**src/rtl/tdm_mux_pkg.sv**
```systemverilog
package tdm_mux_pkg;

    // Slot field: one bit position inside a word.
    localparam int SLOT_W      = 4;
    localparam int SLOTS       = 1 << SLOT_W;

    // Word field: one word inside a minor frame.
    localparam int WORD_W      = 5;
    localparam int FRAME_WORDS = 1 << WORD_W;

    localparam int ADDR_W      = WORD_W + SLOT_W;

    typedef struct packed {
        logic [WORD_W-1:0] word;
        logic [SLOT_W-1:0] slot;
    } tdm_addr_t;

    typedef enum logic {
        SEQ_FILL = 1'b0,
        SEQ_RUN  = 1'b1
    } seq_state_t;

endpackage

```
**src/rtl/tdm_addr_seq.sv**
```systemverilog
module tdm_addr_seq
    import tdm_mux_pkg::*;
#(
    parameter int FILL_CYC = 3
) (
    input  logic      clk,
    input  logic      rst_n,
    output tdm_addr_t addr,
    output logic      live
);

    localparam int CNT_W = (FILL_CYC > 1) ? $clog2(FILL_CYC + 1) : 1;
    localparam logic [CNT_W-1:0] FILL_LAST = CNT_W'(FILL_CYC - 1);

    seq_state_t        state_q, state_d;
    logic [CNT_W-1:0]  fill_cnt_q;
    logic [ADDR_W-1:0] pos_q;

    // Next-state logic.
    always_comb begin
        state_d = state_q;
        unique case (state_q)
            SEQ_FILL: if (fill_cnt_q == FILL_LAST) state_d = SEQ_RUN;  // FILL_DONE
            SEQ_RUN:  state_d = SEQ_RUN;                               // RUN_HOLD
            default:  state_d = SEQ_FILL;
        endcase
    end

    // State register.
    always_ff @(posedge clk or negedge rst_n) begin
        if (!rst_n) state_q <= SEQ_FILL;
        else        state_q <= state_d;
    end

    // Fill counter and slot position counter.
    always_ff @(posedge clk or negedge rst_n) begin
        if (!rst_n) begin
            fill_cnt_q <= '0;
            pos_q      <= '0;
        end else begin
            pos_q <= pos_q + ADDR_W'(1);
            if (state_q == SEQ_FILL)
                fill_cnt_q <= fill_cnt_q + CNT_W'(1);
        end
    end

    // Outputs.
    always_comb begin
        addr = pos_q;
        live = (state_q == SEQ_RUN);
    end

    // the last slot of a word hands over to slot 0 of the next word.
    p_word_wrap_r7: assert property (@(posedge clk) disable iff (!rst_n)
        (addr.slot == SLOT_W'(SLOTS - 1)) |=>
            (addr.slot == '0) && (addr.word == $past(addr.word) + WORD_W'(1)));

    // once running, the machine never falls back to filling.
    p_run_hold_r1: assert property (@(posedge clk) disable iff (!rst_n)
        live |=> live);

endmodule

```
**src/rtl/tdm_addr_pipe.sv**
```systemverilog
module tdm_addr_pipe
    import tdm_mux_pkg::*;
#(
    parameter int DEPTH = 3
) (
    input  logic      clk,
    input  logic      rst_n,
    input  tdm_addr_t addr_in,
    input  logic      vld_in,
    output tdm_addr_t addr_out,
    output logic      vld_out
);

    tdm_addr_t stg_addr [DEPTH];
    logic      stg_vld  [DEPTH];

    for (genvar g = 0; g < DEPTH; g++) begin : g_stage
        if (g == 0) begin : g_head
            always_ff @(posedge clk or negedge rst_n) begin
                if (!rst_n) begin
                    stg_addr[g] <= '0;
                    stg_vld[g]  <= 1'b0;
                end else begin
                    stg_addr[g] <= addr_in;
                    stg_vld[g]  <= vld_in;
                end
            end
        end else begin : g_body
            always_ff @(posedge clk or negedge rst_n) begin
                if (!rst_n) begin
                    stg_addr[g] <= '0;
                    stg_vld[g]  <= 1'b0;
                end else begin
                    stg_addr[g] <= stg_addr[g-1];
                    stg_vld[g]  <= stg_vld[g-1];
                end
            end
        end
    end

    assign addr_out = stg_addr[DEPTH-1];
    assign vld_out  = stg_vld[DEPTH-1];

endmodule

```
**src/rtl/tdm_slot_sel.sv**
```systemverilog
module tdm_slot_sel
    import tdm_mux_pkg::*;
#(
    parameter int N_CHAN   = 15,
    parameter int OH_FIRST = 1,
    parameter int OH_LAST  = 28
) (
    input  tdm_addr_t         addr,
    input  logic              live,
    input  logic [N_CHAN-1:0] chan_en,
    input  logic [N_CHAN-1:0] chan_data,
    input  logic              oh_data,
    output logic              sel_bit
);

    localparam logic [WORD_W-1:0] OH_LO = WORD_W'(OH_FIRST);
    localparam logic [WORD_W-1:0] OH_HI = WORD_W'(OH_LAST);

    logic [SLOTS-1:0] slot_bits;
    logic             oh_window;

    assign oh_window    = (addr.word >= OH_LO) && (addr.word <= OH_HI);
    assign slot_bits[0] = oh_window & oh_data;

    for (genvar g = 1; g < SLOTS; g++) begin : g_slot
        if (g <= N_CHAN) begin : g_used
            assign slot_bits[g] = chan_en[g-1] & chan_data[g-1];
        end else begin : g_spare
            assign slot_bits[g] = 1'b0;
        end
    end

    always_comb begin
        sel_bit = 1'b0;
        if (live) sel_bit = slot_bits[addr.slot];
    end

endmodule

```
**src/rtl/tdm_out_mux.sv**
```systemverilog
module tdm_out_mux
    import tdm_mux_pkg::*;
#(
    parameter int N_CHAN     = 15,
    parameter int PIPE_DEPTH = 3,
    parameter int OH_FIRST   = 1,
    parameter int OH_LAST    = 28
) (
    input  logic              clk,
    input  logic              rst_n,
    input  logic [N_CHAN-1:0] chan_en,
    input  logic [N_CHAN-1:0] chan_data,
    input  logic              oh_data,
    output logic              ser_out,
    output logic              ser_out_n
);

    localparam logic [WORD_W-1:0] OH_LO = WORD_W'(OH_FIRST);
    localparam logic [WORD_W-1:0] OH_HI = WORD_W'(OH_LAST);

    tdm_addr_t seq_addr;
    logic      seq_live;
    tdm_addr_t sel_addr;
    logic      sel_vld;
    logic      sel_bit;
    logic      sel_inv;
    logic      out_true_q;
    logic      out_comp_q;

    tdm_addr_seq #(
        .FILL_CYC (PIPE_DEPTH)
    ) i_seq (
        .clk   (clk),
        .rst_n (rst_n),
        .addr  (seq_addr),
        .live  (seq_live)
    );

    tdm_addr_pipe #(
        .DEPTH (PIPE_DEPTH)
    ) i_pipe (
        .clk      (clk),
        .rst_n    (rst_n),
        .addr_in  (seq_addr),
        .vld_in   (1'b1),
        .addr_out (sel_addr),
        .vld_out  (sel_vld)
    );

    tdm_slot_sel #(
        .N_CHAN   (N_CHAN),
        .OH_FIRST (OH_FIRST),
        .OH_LAST  (OH_LAST)
    ) i_sel (
        .addr      (sel_addr),
        .live      (seq_live),
        .chan_en   (chan_en),
        .chan_data (chan_data),
        .oh_data   (oh_data),
        .sel_bit   (sel_bit)
    );

    // Selected bit is inverted ahead of the reclocking stage.
    assign sel_inv = ~sel_bit;

    // Reclocking stage: a true register and a complementary register.
    always_ff @(posedge clk or negedge rst_n) begin
        if (!rst_n) begin
            out_true_q <= 1'b0;
            out_comp_q <= 1'b1;
        end else begin
            out_true_q <= ~sel_inv;
            out_comp_q <= sel_inv;
        end
    end

    assign ser_out   = out_true_q;
    assign ser_out_n = out_comp_q;

    // Slots that can only carry 0: disabled channels and spare slots.
    logic [SLOTS-1:0] slot_used;
    assign slot_used[0] = 1'b1;
    for (genvar g = 1; g < SLOTS; g++) begin : g_used_map
        if (g <= N_CHAN) begin : g_ch
            assign slot_used[g] = chan_en[g-1];
        end else begin : g_none
            assign slot_used[g] = 1'b0;
        end
    end

    // the two outputs are always complementary.
    p_compl_pair_r6: assert property (@(posedge clk) disable iff (!rst_n)
        ser_out != ser_out_n);

    // a blanked selector yields 0 on the next clock.
    p_fill_blank_r1: assert property (@(posedge clk) disable iff (!rst_n)
        !seq_live |=> !ser_out);

    // the sequencer goes live exactly when the address chain delivers valid addresses.
    p_pipe_align_r3: assert property (@(posedge clk) disable iff (!rst_n)
        seq_live == sel_vld);

    // slot 0 outside the overhead window carries 0.
    p_oh_window_r4: assert property (@(posedge clk) disable iff (!rst_n)
        (seq_live && sel_addr.slot == '0 &&
         (sel_addr.word < OH_LO || sel_addr.word > OH_HI)) |=> !ser_out);

    // a disabled channel slot carries 0.
    p_unused_zero_r5: assert property (@(posedge clk) disable iff (!rst_n)
        (seq_live && !slot_used[sel_addr.slot]) |=> !ser_out);

endmodule

```
**config.mk**
```make
export PLATFORM = sky130hd
export DESIGN_NAME = tdm_out_mux
export DESIGN_NICKNAME = d
export VERILOG_FILES = /design/src/rtl/tdm_mux_pkg.sv /design/src/rtl/tdm_addr_seq.sv /design/src/rtl/tdm_addr_pipe.sv /design/src/rtl/tdm_slot_sel.sv /design/src/rtl/tdm_out_mux.sv
export SDC_FILE = /design/constraint.sdc
export NUM_CORES = 1
export LEC_CHECK = 0
export ABC_CLOCK_PERIOD_IN_PS = 3000
export BUFFER_PORTS_ARGS = -buffer_cell sky130_fd_sc_hd__buf_2
export CORE_AREA = 8 8 71 57
export CTS_BUF_LIST = sky130_fd_sc_hd__clkbuf_8
export CTS_CLUSTER_SIZE = 8
export DETAILED_ROUTE_END_ITERATION = 6
export DIE_AREA = 0 0 79 65
export PLACE_DENSITY = 0.74
export SYNTH_ARGS = -nofsm -noshare
export SYNTH_HDL_FRONTEND = slang
export SYNTH_SLANG_ARGS = --single-unit
```
**constraint.sdc**
```tcl
create_clock -name clk -period 3 [get_ports clk]
set_input_delay 0.15 -clock clk [delete_from_list [all_inputs] [get_ports clk]]
set_output_delay 0.15 -clock clk [all_outputs]
set_load 0.02 [all_outputs]
```
After elaboration in Yosys (flattened, before gate mapping)
Index checks and enable logic that the tools add are counted.

cells by class
  add/subtract/negate cells = 2
  multiply operators = 0
  div/mod/pow operators = 0
  magnitude comparators = 3
  eq/ne operators = 1
  shifts and indexed selects = 0
  muxes and demuxes = 5
  bitwise operators = 18
  reductions and logical operators = 1

operators by type and width
  operator                                                                       number
  1-bit bitwise AND                                                              16
  9-bit by 1-bit adder with 9-bit output (second input constant)                 1
  5-bit by 1-bit >= comparator with 1-bit output (second input constant)         1
  5-bit <= comparator (second input constant)                                    1
  4-bit by 5-bit less-than comparator with 1-bit output (second input constant)  1
  1-bit binary-select mux with 4-bit select                                      1
  1-bit two-way mux                                                              3
  2-bit by 1-bit adder with 2-bit output (second input constant)                 1
  2-bit equality test (second input constant)                                    1
  1-bit NOT                                                                      2
  1-bit one-hot mux with 2 select lines                                          1
  1-bit logical AND                                                              1

storage, ports and cells
  flip-flop bits (word level) = 41
  bits in latches = 0
  memory bits (writable) = 0
  memory bits (read-only) = 0
  input port bits = 33
  output and inout port bits = 2
  logic and storage cells = 41
  memories = 0

Longest topological paths before layout
  depth in word-level cells = 7
  gate-level depth with buffers = 5
  gate-level depth less buffers = 5

By module
From an unflattened synthesis, not the netlist that was laid out.

second synthesis, totals
  cells, all modules = 113
  area, all modules = 1587.8 µm²

modules (own cells, without submodules)
  module         instances  cells each  area an instance (µm²)  seq. area each (µm²)
  tdm_addr_pipe  1          39          818.3                   750.7
  tdm_addr_seq   1          38          481.7                   300.3
  tdm_slot_sel   1          32          229.0                   0.0
  tdm_out_mux    1          4           58.8                    51.3

Least setup slack after synthesis
OpenSTA, ideal clock, no wires.

  path type = reg2reg
  start point = register i_pipe.stg_addr (netlist bit i_pipe.addr_out[0])
  end point = register out_comp_q (netlist: ser_out_n)
  setup time = 86 ps
  arrival = 1386 ps
  required time = 2914 ps
  setup slack = 1528 ps
  cell stages (with the launch flop) = 5
  path buffers = 0
  period minus slack after synthesis = 1472 ps
  cells stage by stage = dfrtp_1 > and2b_2 > o211ai_1 > a221o_1 > a2111o_1

between the ends
  longest elaborated chain between the ends = 4

ends and longest elaborated chain
  item                                       RTL line             source
  start, declared                            tdm_addr_pipe.sv:14  tdm_addr_t stg_addr [DEPTH];
  start signal, assigned by index            tdm_addr_pipe.sv:34  stg_addr[g] <= stg_addr[g-1];
  1-bit binary-select mux with 4-bit select  tdm_slot_sel.sv:35   if (live) sel_bit = slot_bits[addr.slot];
  1-bit two-way mux (not written as such)    tdm_slot_sel.sv:35
  1-bit two-way mux                          tdm_slot_sel.sv:35
  1-bit NOT                                  tdm_out_mux.sv:64    assign sel_inv = ~sel_bit;
  net sel_inv                                tdm_out_mux.sv:26    logic sel_inv;
  end signal, assigned                       tdm_out_mux.sv:73    out_comp_q <= sel_inv;
  end, declared                              tdm_out_mux.sv:28    logic out_comp_q;

The timed path passes the listed nets, and every way through them passes these cells. The select of a mux whose other input is x is not followed.
A chain may end at the register's enable or synchronous reset.

Final worst setup path
Ends and elaborated chain as after synthesis.

==> flow_metrics.py <==
metrics = {
    "cts": {
        "clock_tree.buffer_depth": 2,
        "clock_sinks": 41,
        "ctsHoldBuffers": 1,
        "clk_pin_slew_ns": 0.07,
        "post-cts-setup-buffers": 0,
        "clk_root_buffer_cell": "sky130_fd_sc_hd__clkbuf_8",
        "clock_latency_on_the_worst_skew_pair_ns": 0.28,
        "htree_levels": 2,
        "cts-buffers-inserted": 5,
        "postCtsResizedCells": 0,
        "cts_tree": "yes",
    },
    "logic_synthesis": {
        "post_synth_inst_count": 97,
        "avgSynthCellArea_sq_um": 14.7,
        "synth.lib_cells_used.distinct": 31,
        "seq_area_frac_synth_pct": 72.0,
        "post_synth_instance_area_sq_um": 1430,
        "synth-warning-count": 0,
        "ys_ff_latch": 41,
        "postSynthNetCount": 132,
    },
    "power": {
        "worst_ir_drop_vdd_uv": 400,
        "power.density_nw_per_um2": 587,
        "cellLeakagePower_uw": 0.000846,
    },
    "setup_path": {
        "critical_path.slowest_cell": "sky130_fd_sc_hd__dfrtp_1",
        "crit_required_ns": 3.21,
        "crit_buf_inv": 0,
        "worst_r2r_path_depth": 4,
        "type_of_origin_of_the_critical_path": "flip-flop",
        "data_arrival_time_at_the_worst_slack_endpoint_ns": 1.91,
        "end_kind": "flip-flop",
        "critical_path.max_stage_delay_ns": 0.50,
        "worst-setup-path-type": "reg -> reg",
        "worst_path_dominant_cell_family": "compound AO/OA/AOI/OAI gates",
        "cp.depth": 4,
        "ordered_list_of_cells_on_the_worst_path": "and2b_2, o211ai_1, a221o_1, a2111o_1",
        "path_max_fanout": 13,
    },
    "detailed_routing": {
        "drt-wirelength-per-cell_microns": 14.5,
        "drcViolationCount": 0,
        "viasPerCell": 5.14,
        "finalWirelength_mm": 2.56,
        "vias": 909,
        "drt_first_iter_violations": 11,
        "firstDrtPassIters": 4,
        "final_antenna_net_count": 0,
    },
    "die": {
        "area_of_the_core_region_sq_um": 2890,
        "placement_rows": 17,
        "floorplan.initialDensity_pct": 49.4,
        "fp.dieArea_sq_um": 5140,
        "io-pin-count": 35,
        "chipHeight_microns": 65,
        "die_w_microns": 79,
    },
    "sta": {
        "fmax_mhz": 589,
        "relSlewSlack_pct": 44.9,
        "hold_violations": 0,
        "timing_max_transition_violations_final": 0,
        "final.period_utilization_pct": 56.6,
        "setup-tns-final_ns": 0,
        "worst_clock_skew_ns": 0.00365,
        "unrepaired_setup_endpoints_after_global_routing": "false",
        "layout_min_cycle_time_ns": 1.70,
        "tightestPinTransition_ns": 0.827,
        "timing.final.setup_violations": 0,
    },
    "placement": {
        "placedInstanceArea_sq_um": 1630,
        "io_buffer_count": 34,
        "finalWeightedCongestion": 0.813,
        "hpwl_mm": 1.89,
    },
    "job": {
        "cap_viol_max_count": 0,
    },
    "min_path": {
        "timing.hold.worst_path_depth": 0,
        "worst_hold_path_type": "reg -> reg",
    },
    "grt": {
        "grt_start_max_net_pins": 42,
        "grt_first_pass_wirelength_mm": 4.27,
        "overflow": 0,
        "via_count_of_the_first_global_routing_pass": 969,
        "grt.total_usage_pct": 10.8,
        "antenna_found_initial": 0,
    },
    "status": {
        "run_status": "complete, no violations",
    },
    "cells_and_area": {
        "final_core_area_utilization_pct": 60.9,
        "nNetsFinal": 173,
        "insertedDiodeCount": 0,
        "design_area_sq_um": 1760,
        "drive_gt1_share_pct": 33.8,
        "areaGrowthSynthToFinish_pct": 23.3,
    },
}
## metrics by stage
stage / cells / hold WS (ns) / power, uW / setup slack [ns]
after global routing: 177 / 0.357 / 1080 / 1.21
after detailed placement: 168 / 0.302 / 610 / 1.32
after CTS: 177 / 0.346 / 1050 / 1.30
after floorplan: 97 / -0.146 / 577 / 1.53
final: 177 / 0.345 / 1030 / 1.30
after global placement: 168 / 0.291 / 608 / 1.36
## per-layer routing
layer  routed length [microns]  part of all wire, %  GRT usage [%]  up-vias
met3                       320                   12           6.75        8
met1                      1040                   41           10.3      433
li1                          -                    -              -      431
met5                         0                    0              0        -
met2                      1120                   44           16.9       37
met4                        77                  3.0           7.60        0
## state kept, by name, summed over array words and instances (netlist names)
| signal | count |
|---|---|
| i_pipe.stg_addr | 18 |
| i_pipe.addr_out | 9 |
| i_seq.addr | 9 |
| i_seq.fill_cnt_q | 2 |
| i_seq.live | 1 |
| ser_out | 1 |
| ser_out_n | 1 |
## worst register-to-register path: stages, from the launching register on
cell                       delay [ns]
sky130_fd_sc_hd__dfrtp_1         0.50
sky130_fd_sc_hd__and2b_2         0.26
sky130_fd_sc_hd__o211ai_1        0.08
sky130_fd_sc_hd__a221o_1         0.36
sky130_fd_sc_hd__a2111o_1        0.42
## cell type report
class	instances	area, sq um
clock inverter	2	33.8
timing repair buffer	35	180
tap	38	47.5
multi-input combinational	52	378
clock buffer	6	82.6
fill	240	1130
sequential	41	1030
inverter	3	11.3
## cells by family after synthesis
logic type | share of synthesized area (%)
flops | 72.0
buf+inv | 1.58
fa+ha+maj | 1.75
simple gates | 9.91
compound gates | 9.90
xor+xnor | 4.91
## where the power goes
| group | switching, uW | internal, uW |
|---|---|---|
| Clock | 168 | 268 |
| Combinational | 22.5 | 22.0 |
| Sequential | 0.271 | 554 |
## cells in the mapped netlist
master / number / area share, %
sky130_fd_sc_hd__nor2b_1: 1 / 0.44
sky130_fd_sc_hd__nand4_1: 1 / 0.44
sky130_fd_sc_hd__and2b_2: 1 / 0.61
sky130_fd_sc_hd__a31oi_1: 4 / 1.8
sky130_fd_sc_hd__or4_1: 1 / 0.53
sky130_fd_sc_hd__dfstp_2: 1 / 1.8
sky130_fd_sc_hd__buf_6: 1 / 0.79
sky130_fd_sc_hd__a2111oi_2: 1 / 1.1
sky130_fd_sc_hd__o211ai_1: 3 / 1.6
sky130_fd_sc_hd__a2111o_1: 1 / 0.79
sky130_fd_sc_hd__o221ai_1: 1 / 0.61
sky130_fd_sc_hd__and4_1: 1 / 0.61
sky130_fd_sc_hd__and3b_2: 1 / 0.70
sky130_fd_sc_hd__o311ai_0: 1 / 0.61
sky130_fd_sc_hd__or2_2: 1 / 0.44
sky130_fd_sc_hd__o21ai_0: 1 / 0.35
sky130_fd_sc_hd__inv_1: 3 / 0.79
sky130_fd_sc_hd__and2_2: 1 / 0.53
sky130_fd_sc_hd__a221o_1: 1 / 0.70
sky130_fd_sc_hd__xor2_1: 2 / 1.2
sky130_fd_sc_hd__nand4b_1: 1 / 0.61
sky130_fd_sc_hd__nor2_1: 1 / 0.26
sky130_fd_sc_hd__and3_1: 1 / 0.44
sky130_fd_sc_hd__a311oi_1: 1 / 0.61
sky130_fd_sc_hd__dfrtp_1: 40 / 70
sky130_fd_sc_hd__ha_1: 2 / 1.8
sky130_fd_sc_hd__and2_0: 1 / 0.44
sky130_fd_sc_hd__nand3_1: 5 / 1.8
sky130_fd_sc_hd__xnor2_1: 6 / 3.7
sky130_fd_sc_hd__nand2_1: 8 / 2.1
sky130_fd_sc_hd__o2111ai_1: 3 / 1.8
## path summary, 6_finish.rpt
kind | start | to | slack, ns
min in group asynchronous | rst_n | i_pipe.stg_addr[21] | 0.50
min | i_pipe.stg_addr[11] | i_pipe.addr_out[2] | 0.35
max reg2reg | i_pipe.addr_out[0] | ser_out_n | 1.30
min reg2reg | i_pipe.stg_addr[11] | i_pipe.addr_out[2] | 0.35
max | i_pipe.addr_out[0] | ser_out_n | 1.30
max in group asynchronous | rst_n | i_pipe.stg_addr[12] | 1.97
## cells in the final DEF, fill, tap and decap left out, types with 2 or more instances in the layout
cell type,netlist,layout
sky130_fd_sc_hd__inv_1,3,4
sky130_fd_sc_hd__a31oi_1,4,4
sky130_fd_sc_hd__ha_1,2,2
sky130_fd_sc_hd__dfrtp_1,40,40
sky130_fd_sc_hd__nand3_1,5,5
sky130_fd_sc_hd__clkbuf_8,0,6
sky130_fd_sc_hd__buf_2,0,34
sky130_fd_sc_hd__nand2_1,8,8
sky130_fd_sc_hd__xor2_1,2,2
sky130_fd_sc_hd__o2111ai_1,3,3
sky130_fd_sc_hd__xnor2_1,6,6
sky130_fd_sc_hd__o211ai_1,3,3
Note: power is estimated with default switching activity, not from simulation.
